## src/rtl/lar_pkg.sv

```systemverilog
package lar_pkg;
  localparam int DIRW = 3;
  localparam logic [DIRW-1:0] DIR_L = 3'd0;
  localparam logic [DIRW-1:0] DIR_E = 3'd1;
  localparam logic [DIRW-1:0] DIR_W = 3'd2;
  localparam logic [DIRW-1:0] DIR_N = 3'd3;
  localparam logic [DIRW-1:0] DIR_S = 3'd4;
  localparam int NNBR = 4;

  function automatic logic is_xdir(input logic [DIRW-1:0] d);
    return (d == DIR_E) || (d == DIR_W);
  endfunction

  function automatic logic is_ydir(input logic [DIRW-1:0] d);
    return (d == DIR_N) || (d == DIR_S);
  endfunction
endpackage

```

## src/rtl/lar_xy.sv

```systemverilog
module lar_xy #(
  parameter int CW = 4
) (
  input  logic [CW-1:0] cx,
  input  logic [CW-1:0] cy,
  input  logic [CW-1:0] dx,
  input  logic [CW-1:0] dy,
  output logic [2:0]    dir
);
  import lar_pkg::*;
  always_comb begin
    if (dx > cx)      dir = DIR_E;
    else if (dx < cx) dir = DIR_W;
    else if (dy > cy) dir = DIR_N;
    else if (dy < cy) dir = DIR_S;
    else              dir = DIR_L;
  end
endmodule

```

## src/rtl/lar_step.sv

```systemverilog
module lar_step #(
  parameter int CW = 4
) (
  input  logic [CW-1:0] cx,
  input  logic [CW-1:0] cy,
  input  logic [2:0]    dir,
  output logic [CW-1:0] nx,
  output logic [CW-1:0] ny
);
  import lar_pkg::*;
  localparam logic [CW-1:0] ONE = CW'(1);
  always_comb begin
    nx = cx;
    ny = cy;
    case (dir)
      DIR_E:   nx = cx + ONE;
      DIR_W:   nx = cx - ONE;
      DIR_N:   ny = cy + ONE;
      DIR_S:   ny = cy - ONE;
      default: ;
    endcase
  end
endmodule

```

## src/rtl/lar_route_unit.sv

```systemverilog
module lar_route_unit #(
  parameter int CW = 4
) (
  input  logic          clk,
  input  logic          rst,
  input  logic          i_vld,
  input  logic          i_head,
  input  logic          i_tail,
  input  logic [2:0]    i_port,
  input  logic [2:0]    i_route,
  input  logic [CW-1:0] i_dst_x,
  input  logic [CW-1:0] i_dst_y,
  input  logic [CW-1:0] i_own_x,
  input  logic [CW-1:0] i_own_y,
  input  logic [3:0]    i_nbr_fault,
  input  logic          i_rc_fail,
  output logic          o_vld,
  output logic          o_head,
  output logic          o_tail,
  output logic [2:0]    o_cur,
  output logic [2:0]    o_nxt,
  output logic          o_col,
  output logic          o_turn,
  output logic          o_eject,
  output logic          o_fault
);
  import lar_pkg::*;

  // arrival-port fault decode
  logic [NNBR-1:0] hit;
  genvar g;
  generate
    for (g = 0; g < NNBR; g++) begin : g_hit
      assign hit[g] = i_nbr_fault[g] && (i_port == 3'(g + 1));
    end
  endgenerate
  logic fb_hit;
  assign fb_hit = |hit;

  // pending double-route state
  logic          pend_q;
  logic          pend_tail_q;
  logic [2:0]    pend_cur_q;
  logic [CW-1:0] pend_dx_q, pend_dy_q;

  logic [2:0]    sel_cur;
  logic [CW-1:0] sel_dx, sel_dy;
  assign sel_cur = pend_q ? pend_cur_q : i_route;
  assign sel_dx  = pend_q ? pend_dx_q  : i_dst_x;
  assign sel_dy  = pend_q ? pend_dy_q  : i_dst_y;

  logic [2:0]    here_dir, ahead_dir;
  logic [CW-1:0] step_x, step_y;

  lar_xy #(.CW(CW)) u_here (
    .cx(i_own_x), .cy(i_own_y), .dx(i_dst_x), .dy(i_dst_y), .dir(here_dir));

  lar_step #(.CW(CW)) u_step (
    .cx(i_own_x), .cy(i_own_y), .dir(sel_cur), .nx(step_x), .ny(step_y));

  lar_xy #(.CW(CW)) u_ahead (
    .cx(step_x), .cy(step_y), .dx(sel_dx), .dy(sel_dy), .dir(ahead_dir));

  logic [2:0] nxt_w;
  logic       col_w, turn_w, eject_w;
  always_comb begin
    eject_w = (sel_cur == DIR_L);
    nxt_w   = eject_w ? DIR_L : ahead_dir;
    col_w   = is_ydir(nxt_w);
    turn_w  = (is_xdir(sel_cur) && is_ydir(nxt_w)) ||
              (is_ydir(sel_cur) && is_xdir(nxt_w));
  end

  logic acc_fb, acc_hd, acc_bd;
  assign acc_fb = i_vld && i_head && fb_hit;
  assign acc_hd = i_vld && i_head && !fb_hit;
  assign acc_bd = i_vld && !i_head;

  always_ff @(posedge clk) begin
    if (rst) begin
      o_vld       <= 1'b0;
      o_head      <= 1'b0;
      o_tail      <= 1'b0;
      o_cur       <= DIR_L;
      o_nxt       <= DIR_L;
      o_col       <= 1'b0;
      o_turn      <= 1'b0;
      o_eject     <= 1'b0;
      o_fault     <= 1'b0;
      pend_q      <= 1'b0;
      pend_tail_q <= 1'b0;
      pend_cur_q  <= DIR_L;
      pend_dx_q   <= '0;
      pend_dy_q   <= '0;
    end else begin
      o_fault <= i_rc_fail;
      o_vld   <= 1'b0;
      if (pend_q) begin
        pend_q  <= 1'b0;
        o_vld   <= 1'b1;
        o_head  <= 1'b1;
        o_tail  <= pend_tail_q;
        o_cur   <= pend_cur_q;
        o_nxt   <= nxt_w;
        o_col   <= col_w;
        o_turn  <= turn_w;
        o_eject <= eject_w;
      end else if (acc_fb) begin
        pend_q      <= 1'b1;
        pend_tail_q <= i_tail;
        pend_cur_q  <= here_dir;
        pend_dx_q   <= i_dst_x;
        pend_dy_q   <= i_dst_y;
      end else if (acc_hd) begin
        o_vld   <= 1'b1;
        o_head  <= 1'b1;
        o_tail  <= i_tail;
        o_cur   <= i_route;
        o_nxt   <= nxt_w;
        o_col   <= col_w;
        o_turn  <= turn_w;
        o_eject <= eject_w;
      end else if (acc_bd) begin
        o_vld  <= 1'b1;
        o_head <= 1'b0;
        o_tail <= i_tail;
      end
    end
  end


  head_lat_chk: assert property (@(posedge clk) disable iff (rst)
    (!pend_q && acc_hd) |=> (o_vld && o_head && o_cur == $past(i_route)));


  fb_gap_chk: assert property (@(posedge clk) disable iff (rst)
    (!pend_q && acc_fb) |=> (!o_vld ##1 (o_vld && o_head)));


  fb_idle_in_chk: assert property (@(posedge clk) disable iff (rst)
    pend_q |-> !i_vld);


  body_hold_chk: assert property (@(posedge clk) disable iff (rst)
    (!pend_q && acc_bd) |=> (o_vld && !o_head && $stable(o_cur) && $stable(o_nxt)));


  fault_dly_chk: assert property (@(posedge clk) disable iff (rst)
    1'b1 |=> (o_fault == $past(i_rc_fail)));


  no_yx_turn_chk: assert property (@(posedge clk) disable iff (rst)
    (o_vld && o_head && is_ydir(o_cur)) |-> !is_xdir(o_nxt));
endmodule

```

## config.mk

```make
export PLATFORM = sky130hd
export DESIGN_NAME = lar_route_unit
export DESIGN_NICKNAME = d
export VERILOG_FILES = /design/src/rtl/lar_pkg.sv /design/src/rtl/lar_xy.sv /design/src/rtl/lar_step.sv /design/src/rtl/lar_route_unit.sv
export SDC_FILE = /design/constraint.sdc
export NUM_CORES = 1
export LEC_CHECK = 0
export ABC_AREA = 1
export CAP_MARGIN = 25
export CORE_ASPECT_RATIO = 1.2
export CORE_MARGIN = 1
export CORE_UTILIZATION = 60
export CTS_BUF_LIST = sky130_fd_sc_hd__clkbuf_8
export CTS_CLUSTER_DIAMETER = 150
export DETAILED_ROUTE_END_ITERATION = 7
export DONT_BUFFER_PORTS = 1
export PLACE_DENSITY_LB_ADDON = 0.25
export SYNTH_ARGS = -nofsm -noshare
export SYNTH_HDL_FRONTEND = slang
export SYNTH_HIERARCHICAL = 1
export SYNTH_SLANG_ARGS = --single-unit
```

## constraint.sdc

```tcl
create_clock -name clk -period 3.3 [get_ports clk]
set_input_delay 0.825 -clock clk [delete_from_list [all_inputs] [get_ports clk]]
set_output_delay 0.825 -clock clk [all_outputs]
set_load 0.005 [all_outputs]
```

== After elaboration in Yosys (flattened, before gate mapping) ==
Index checks and enable logic that the tools add are counted.

* Add/subtract/negate cells: 4
* Magnitude comparators: 8
* Bitwise operators: 1
* Reductions and logical operators: 25
* Equality and inequality tests: 13
* Mux-type cells: 42

{| class="wikitable"
|+ Operator list
! kind !! number
|-
| 3-bit 2-to-1 mux || 16
|-
| 1-bit 2-to-1 mux || 22
|-
| 3-bit by 2-bit == test with 1-bit output, second input constant || 6
|-
| 4-bit > comparator || 4
|-
| 4-bit < comparator || 4
|-
| 4-bit one-hot mux with 2 select lines || 2
|-
| 1-bit logical AND || 10
|-
| 3-bit by 1-bit == test with 1-bit output, second input constant || 3
|-
| 3-bit == test, second input constant || 3
|-
| 4-bit by 1-bit adder with 4-bit output, second input constant || 2
|-
| 4-bit 2-to-1 mux || 2
|-
| 4-bit by 1-bit subtractor with 4-bit output, second input constant || 2
|-
| 2-bit AND reduction || 3
|-
| 1-bit logical OR || 5
|-
| 4-bit OR reduction || 1
|-
| 3-bit logical NOT || 1
|-
| 3-bit nonzero test || 1
|-
| 1-bit logical NOT || 2
|-
| 2-bit inequality test, second input constant || 1
|-
| 2-bit nonzero test || 1
|-
| 2-bit OR reduction || 1
|-
| 1-bit NOT || 1
|}

* Output and inout bits: 13
* Bits in registers: 26

== Longest topological paths before layout ==
* Word-level depth: 16
* Depth in mapped cells: 28
* Gate-level depth less buffers: 26

== Hierarchy ==
Netlist, hierarchy kept.

{| class="wikitable"
|+ By module, submodules not included
! module !! times used !! seq. area each (sq um) !! cells an instance !! area an instance (sq um)
|-
| lar_route_unit || 1 || 520.5 || 187 || 1,286.2
|-
| lar_xy || 2 || 0.0 || 44 || 255.2
|-
| lar_step || 1 || 0.0 || 62 || 352.8
|}

== Least setup slack after synthesis ==
OpenSTA, ideal clock, no wires.

* Kind: input to register
* Start point: input port i_route[2]
* End point: register o_turn
* Setup time: 0.113 ns
* Setup slack: 0.075 ns
* Stages: 26
* Data arrival time: 3.112 ns
* Buffers on the path: 0
* Path through: inv_1 > nand2_1 > nand2_2 > inv_1 > nand2_1 > inv_2 > ha_1 > nand2_1 > nand2_1 > a21oi_1 > nand2_1 > o21ai_1 > xor2_1 > inv_1 > ha_1 > nand2_1 > inv_1 > nand2_1 > nand2_2 > nand3_1 > nand2_1 > inv_1 > nand4_1 > nand3_1 > nand3_1 > nand2_1

* Elaborated cells between the ends (all ways): 31
* Classes of those cells: order compare: 4; eq/ne: 8; mux: 11; reduce/logical: 8

{| class="wikitable"
|+ RTL lines
! item !! line !! source
|-
| from (decl) || lar_route_unit.sv:10 || <nowiki>input logic [2:0] i_route,</nowiki>
|-
| 3-bit 2-to-1 mux (*) || lar_route_unit.sv:48 || <nowiki>assign sel_cur = pend_q ? pend_cur_q : i_route;</nowiki>
|-
| via sel_cur[2] || lar_route_unit.sv:46 || <nowiki>logic [2:0] sel_cur;</nowiki>
|-
| 3-bit == test / 3-bit by 2-bit == test with 1-bit output (equally long branches) || lar_step.sv:15 || <nowiki>case (dir)</nowiki>
|-
| 4-bit one-hot mux with 2 select lines (*) || lar_step.sv:15 ||
|-
| via step_y[3] || lar_route_unit.sv:53 || <nowiki>logic [CW-1:0] step_x, step_y;</nowiki>
|-
| 4-bit > comparator (*) || lar_xy.sv:14 || <nowiki>else if (dy > cy) dir = DIR_N;</nowiki>
|-
| 3-bit 2-to-1 mux (*) || lar_xy.sv:14 ||
|-
| 3-bit 2-to-1 mux (*) || lar_xy.sv:13 || <nowiki>else if (dx < cx) dir = DIR_W;</nowiki>
|-
| [... 1 more ...] || - ||
|-
| via ahead_dir[1] || lar_route_unit.sv:52 || <nowiki>logic [2:0] here_dir, ahead_dir;</nowiki>
|-
| 3-bit 2-to-1 mux (*) || lar_route_unit.sv:68 || <nowiki>nxt_w = eject_w ? DIR_L : ahead_dir;</nowiki>
|-
| 3-bit by 2-bit == test with 1-bit output (tied with other cells) || lar_pkg.sv:15 || <nowiki>return (d == DIR_N) || (d == DIR_S);</nowiki>
|-
| 1-bit logical OR, on equally long branches || lar_pkg.sv:15, lar_pkg.sv:11 ||
|-
| 1-bit logical AND, on equally long branches || lar_route_unit.sv:70, lar_route_unit.sv:71 ||
|-
| 1-bit logical OR (*) || lar_route_unit.sv:70 || <nowiki>turn_w = (is_xdir(sel_cur) && is_ydir(nxt_w)) ||</nowiki>
|-
| 1-bit 2-to-1 mux || lar_route_unit.sv:114 || <nowiki>end else if (acc_hd) begin</nowiki>
|-
| 1-bit 2-to-1 mux || lar_route_unit.sv:108 || <nowiki>end else if (acc_fb) begin</nowiki>
|-
| 1-bit 2-to-1 mux (*) || lar_route_unit.sv:98 || <nowiki>if (pend_q) begin</nowiki>
|-
| to (signal assigned) || lar_route_unit.sv:106 || <nowiki>o_turn <= turn_w;</nowiki>
|-
| to (signal assigned) || lar_route_unit.sv:121 || <nowiki>o_turn <= turn_w;</nowiki>
|-
| to (decl) || lar_route_unit.sv:23 || <nowiki>output logic o_turn,</nowiki>
|}

The timed path passes the listed nets; every way through them passes the cells marked *. The select of a mux whose other input is x is not followed.
A chain may end at the register's enable or synchronous reset.

== Worst setup path after layout ==
* Start point: input port i_route[0]
* End point: register o_turn

Same word-level chain as after synthesis.

==> results.tsv <==
stage	metric	value	unit
detailed_routing	route.detailed.drc	0	
timing	fin_crit	3.108	ns
setup_path	r2r_slack	0.23	ns
setup_path	crit_path_end	o_turn	
setup_path	rr_startpoint	pend_q	
cells_and_area	layout_common_cells	nand2_1 (75), inv_1 (59), dfxtp_1 (25)	
floorplan	die_area	3827	µm²
cells_and_area	utilization	0.6760	
global_route	grt_pass1_vias	1776	
place	port-buffer-count	0	
synth	synth_area_per_cell	6.379	µm²
detailed_routing	final_antenna_net_count	0	
worst_hold_path	hold_class	flip-flop to flip-flop	
global_route	overflow	0	
timing	setup_violations	0	
cells_and_area	fillers	332	
setup_path	r2r_cells	26	
cts	clockRootBuffer	clkbuf_8	
synth	syn-cell-area	2150	µm²
global_route	grt_max_degree	25	
timing	final_max_slew_viol_count	0	
detailed_routing	dr_wl_met2	2.287	mm
timing	hold_viol	0	
timing	hold-worst-slack	0.4550	ns
detailed_routing	drt_wl_total	4.515	mm
cts	numCtsBuffers	3	
cts	cts_tree	yes	
global_route	grt_usage	0.2496	
floorplan	coreArea	3367	µm²
setup_path	startpoint_type	input pin	
setup_path	r2r_end	o_turn	
cells_and_area	syn_to_final_growth	5.879	%
setup_path	path_max_fanout	5	
synth	yosys_warnings	6	
status	outcome	completed	
cts	clock_latency	0.27	ns
cells_and_area	register_area	524.3	µm²
synth	ys_seq_area_frac	0.2421	
synth	yosys.cell_types.count	30	
detailed_routing	avgViaCountPerCell	5.231	
timing	slew_headroom	0.5928	
timing	final.setup_skew	0.006230	ns
setup_path	crit_required	3.47	ns
cts	cts_sinks	26	
global_route	antenna_found_initial	0	
floorplan	start_util	0.6384	
place	hpwl	3.517	mm
pwr	p_leak	1.214	nW
cells_and_area	nNetsFinal	392	
detailed_routing	wl_met3	182	µm
pwr	pwr_density_cell	388.7	nW/µm²
detailed_routing	drt_pre_antenna_iters	4	
synth	syn_inst	337	
detailed_routing	met1Wirelength	1.947	mm
detailed_routing	top_layer	met4	
setup_path	critPathLaunch	i_route[0]	
global_route	grt_pass1_wl	7.507	mm
floorplan	die_x	56.64	µm
synth	synth-seq-cells	26	
cts	htree_num_levels	1	
cts	post_cts_buffers	0	
detailed_routing	wl_per_cell	12.01	µm
job	drv_cap	0	
cts	cts_resized	1	
floorplan	io_pins	45	
place	gp_congestion	0.8531	
cells_and_area	multi_input_comb_area	1299	µm²
setup_path	critPathCaptureType	flip-flop	
cells_and_area	num_antenna_cells	0	
cts	cts_hold_buffers	0	
timing	fmax	321.7	MHz
synth	synth_nets	389	
worst_hold_path	hold_start	pend_dx_q[0]	
detailed_routing	drtIter0Drc	79	
pwr	vdd_ir_drop_max	0.3612	mV
setup_path	cp.arrival	3.28	ns
timing	worst_pin_slew	0.6101	ns
detailed_routing	route.vias.total	1967	
cells_and_area	drive_gt1_frac	0.1740	
cells_and_area	final_common_cell	nand2_1	
floorplan	fp.dieH	67.57	µm
setup_path	crit_type	input pin to flip-flop	
timing	finalCritPeriodShare	0.9418	
cts	cts.clk_slew.worst_paths	0.09	ns
cts	cts_buffer_depth	2	
floorplan	rows	23	
[how the worst min path moves through the flow]
stage | end | slack, ns | cells after the start
after global placement | pend_dx_q[2] | 0.44 | 2
after detailed placement | pend_dx_q[2] | 0.44 | 2
after global routing | pend_dy_q[2] | 0.49 | 2
final | pend_dx_q[0] | 0.45 | 2
after CTS | pend_dx_q[2] | 0.46 | 2
after floorplan | pend_dx_q[3] | 0.42 | 2
[metrics by stage]
stage / instance area, µm² / instances / TNS (ns) / worst slack, ns / total power (W)
floorplan: 2150 / 337 / 0 / 0.07472 / 0.0005658
global placement: 2188 / 372 / 0 / 0.01080 / 0.0006023
detailed placement: 2188 / 372 / -0.1340 / -0.08076 / 0.0006116
CTS: 2261 / 376 / 0 / 0.1173 / 0.0008823
global route: 2276 / 376 / -0.03275 / -0.01663 / 0.0009463
finish: 2276 / 376 / 0 / 0.1920 / 0.0008846
[critical path: stages]
cell     delay [ns]
nand2_1        0.06
nand2_2        0.06
nor2_2         0.14
nand2_1        0.09
inv_2          0.08
ha_1           0.22
nand2_1        0.07
nand2_1        0.06
a21oi_2        0.13
nand2_1        0.06
o21ai_1        0.09
xor2_1         0.16
inv_1          0.06
ha_1           0.32
nand2_1        0.06
inv_1          0.06
nand2_1        0.06
nand2_2        0.08
nand3_1        0.08
nand2_2        0.11
inv_1          0.05
nand4_1        0.09
nand3_1        0.10
nand3_1        0.09
nand2_1        0.05
[cells in the mapped netlist]
cell type	count	area, µm²
nand2_1	77	289.0
buf_2	3	15.01
inv_2	9	33.78
xor2_1	5	43.79
a21oi_1	26	130.1
buf_6	3	33.78
nor2_2	5	31.28
dfxtp_1	26	520.5
nand4_1	4	25.02
nor2_1	13	48.80
clkinv_1	2	7.510
nand3_1	21	105.1
clkbuf_1	2	7.510
o21ai_2	2	17.52
nand3_2	2	20.02
o21ai_1	6	30.03
inv_1	61	229.0
nand4_2	1	12.51
nor3_2	1	10.01
ha_1	19	237.7
o21bai_1	1	7.510
fa_1	1	20.02
buf_1	1	3.750
a21oi_2	2	17.52
xnor2_1	1	8.760
nand2_4	1	11.26
inv_4	2	12.51
nor3_1	1	5.000
o21ai_0	23	115.1
nand2_2	16	100.1
[power by group]
group | leakage [nW] | switching (W) | internal (W) | total, W
Sequential | 0.214 | 0.0000116 | 0.000334 | 0.000345
Combinational | 0.965 | 0.000170 | 0.000103 | 0.000273
Clock | 0.0357 | 0.000104 | 0.000162 | 0.000266
[metal layers]
layer | global-route usage | vias up
li1 | - | 1048
met1 | 0.2755 | 867
met2 | 0.4735 | 42
met3 | 0.04598 | 10
met4 | 0.09451 | 0
met5 | 0 | -
[cell families after synthesis]
| family | share of synthesized area |
|---|---|
| DFF | 0.2421 |
| xor gates and xnor gates | 0.02445 |
| and+or+nand+nor | 0.3062 |
| AOI/OAI and AO/OA | 0.1478 |
| adders and majority gates | 0.1199 |
| buffers and inverters | 0.1595 |
[layout make-up]
type | count | area share
inverter | 74 | 0.1242
clock inverter | 1 | 0.01319
clock buffer | 3 | 0.01814
tap | 37 | 0.02034
multi-input combinational | 228 | 0.5706
sequential | 26 | 0.2303
timing repair buffer | 7 | 0.02309
[flip-flops by register name (all words and copies together), names as in the netlist]
name         count
o_col            1
o_cur            3
o_eject          1
o_fault          1
o_head           1
o_nxt            3
o_tail           1
o_turn           1
o_vld            1
pend_cur_q       3
pend_dx_q        4
pend_dy_q        4
pend_q           1
pend_tail_q      1
(Power assumes the default switching activity.)
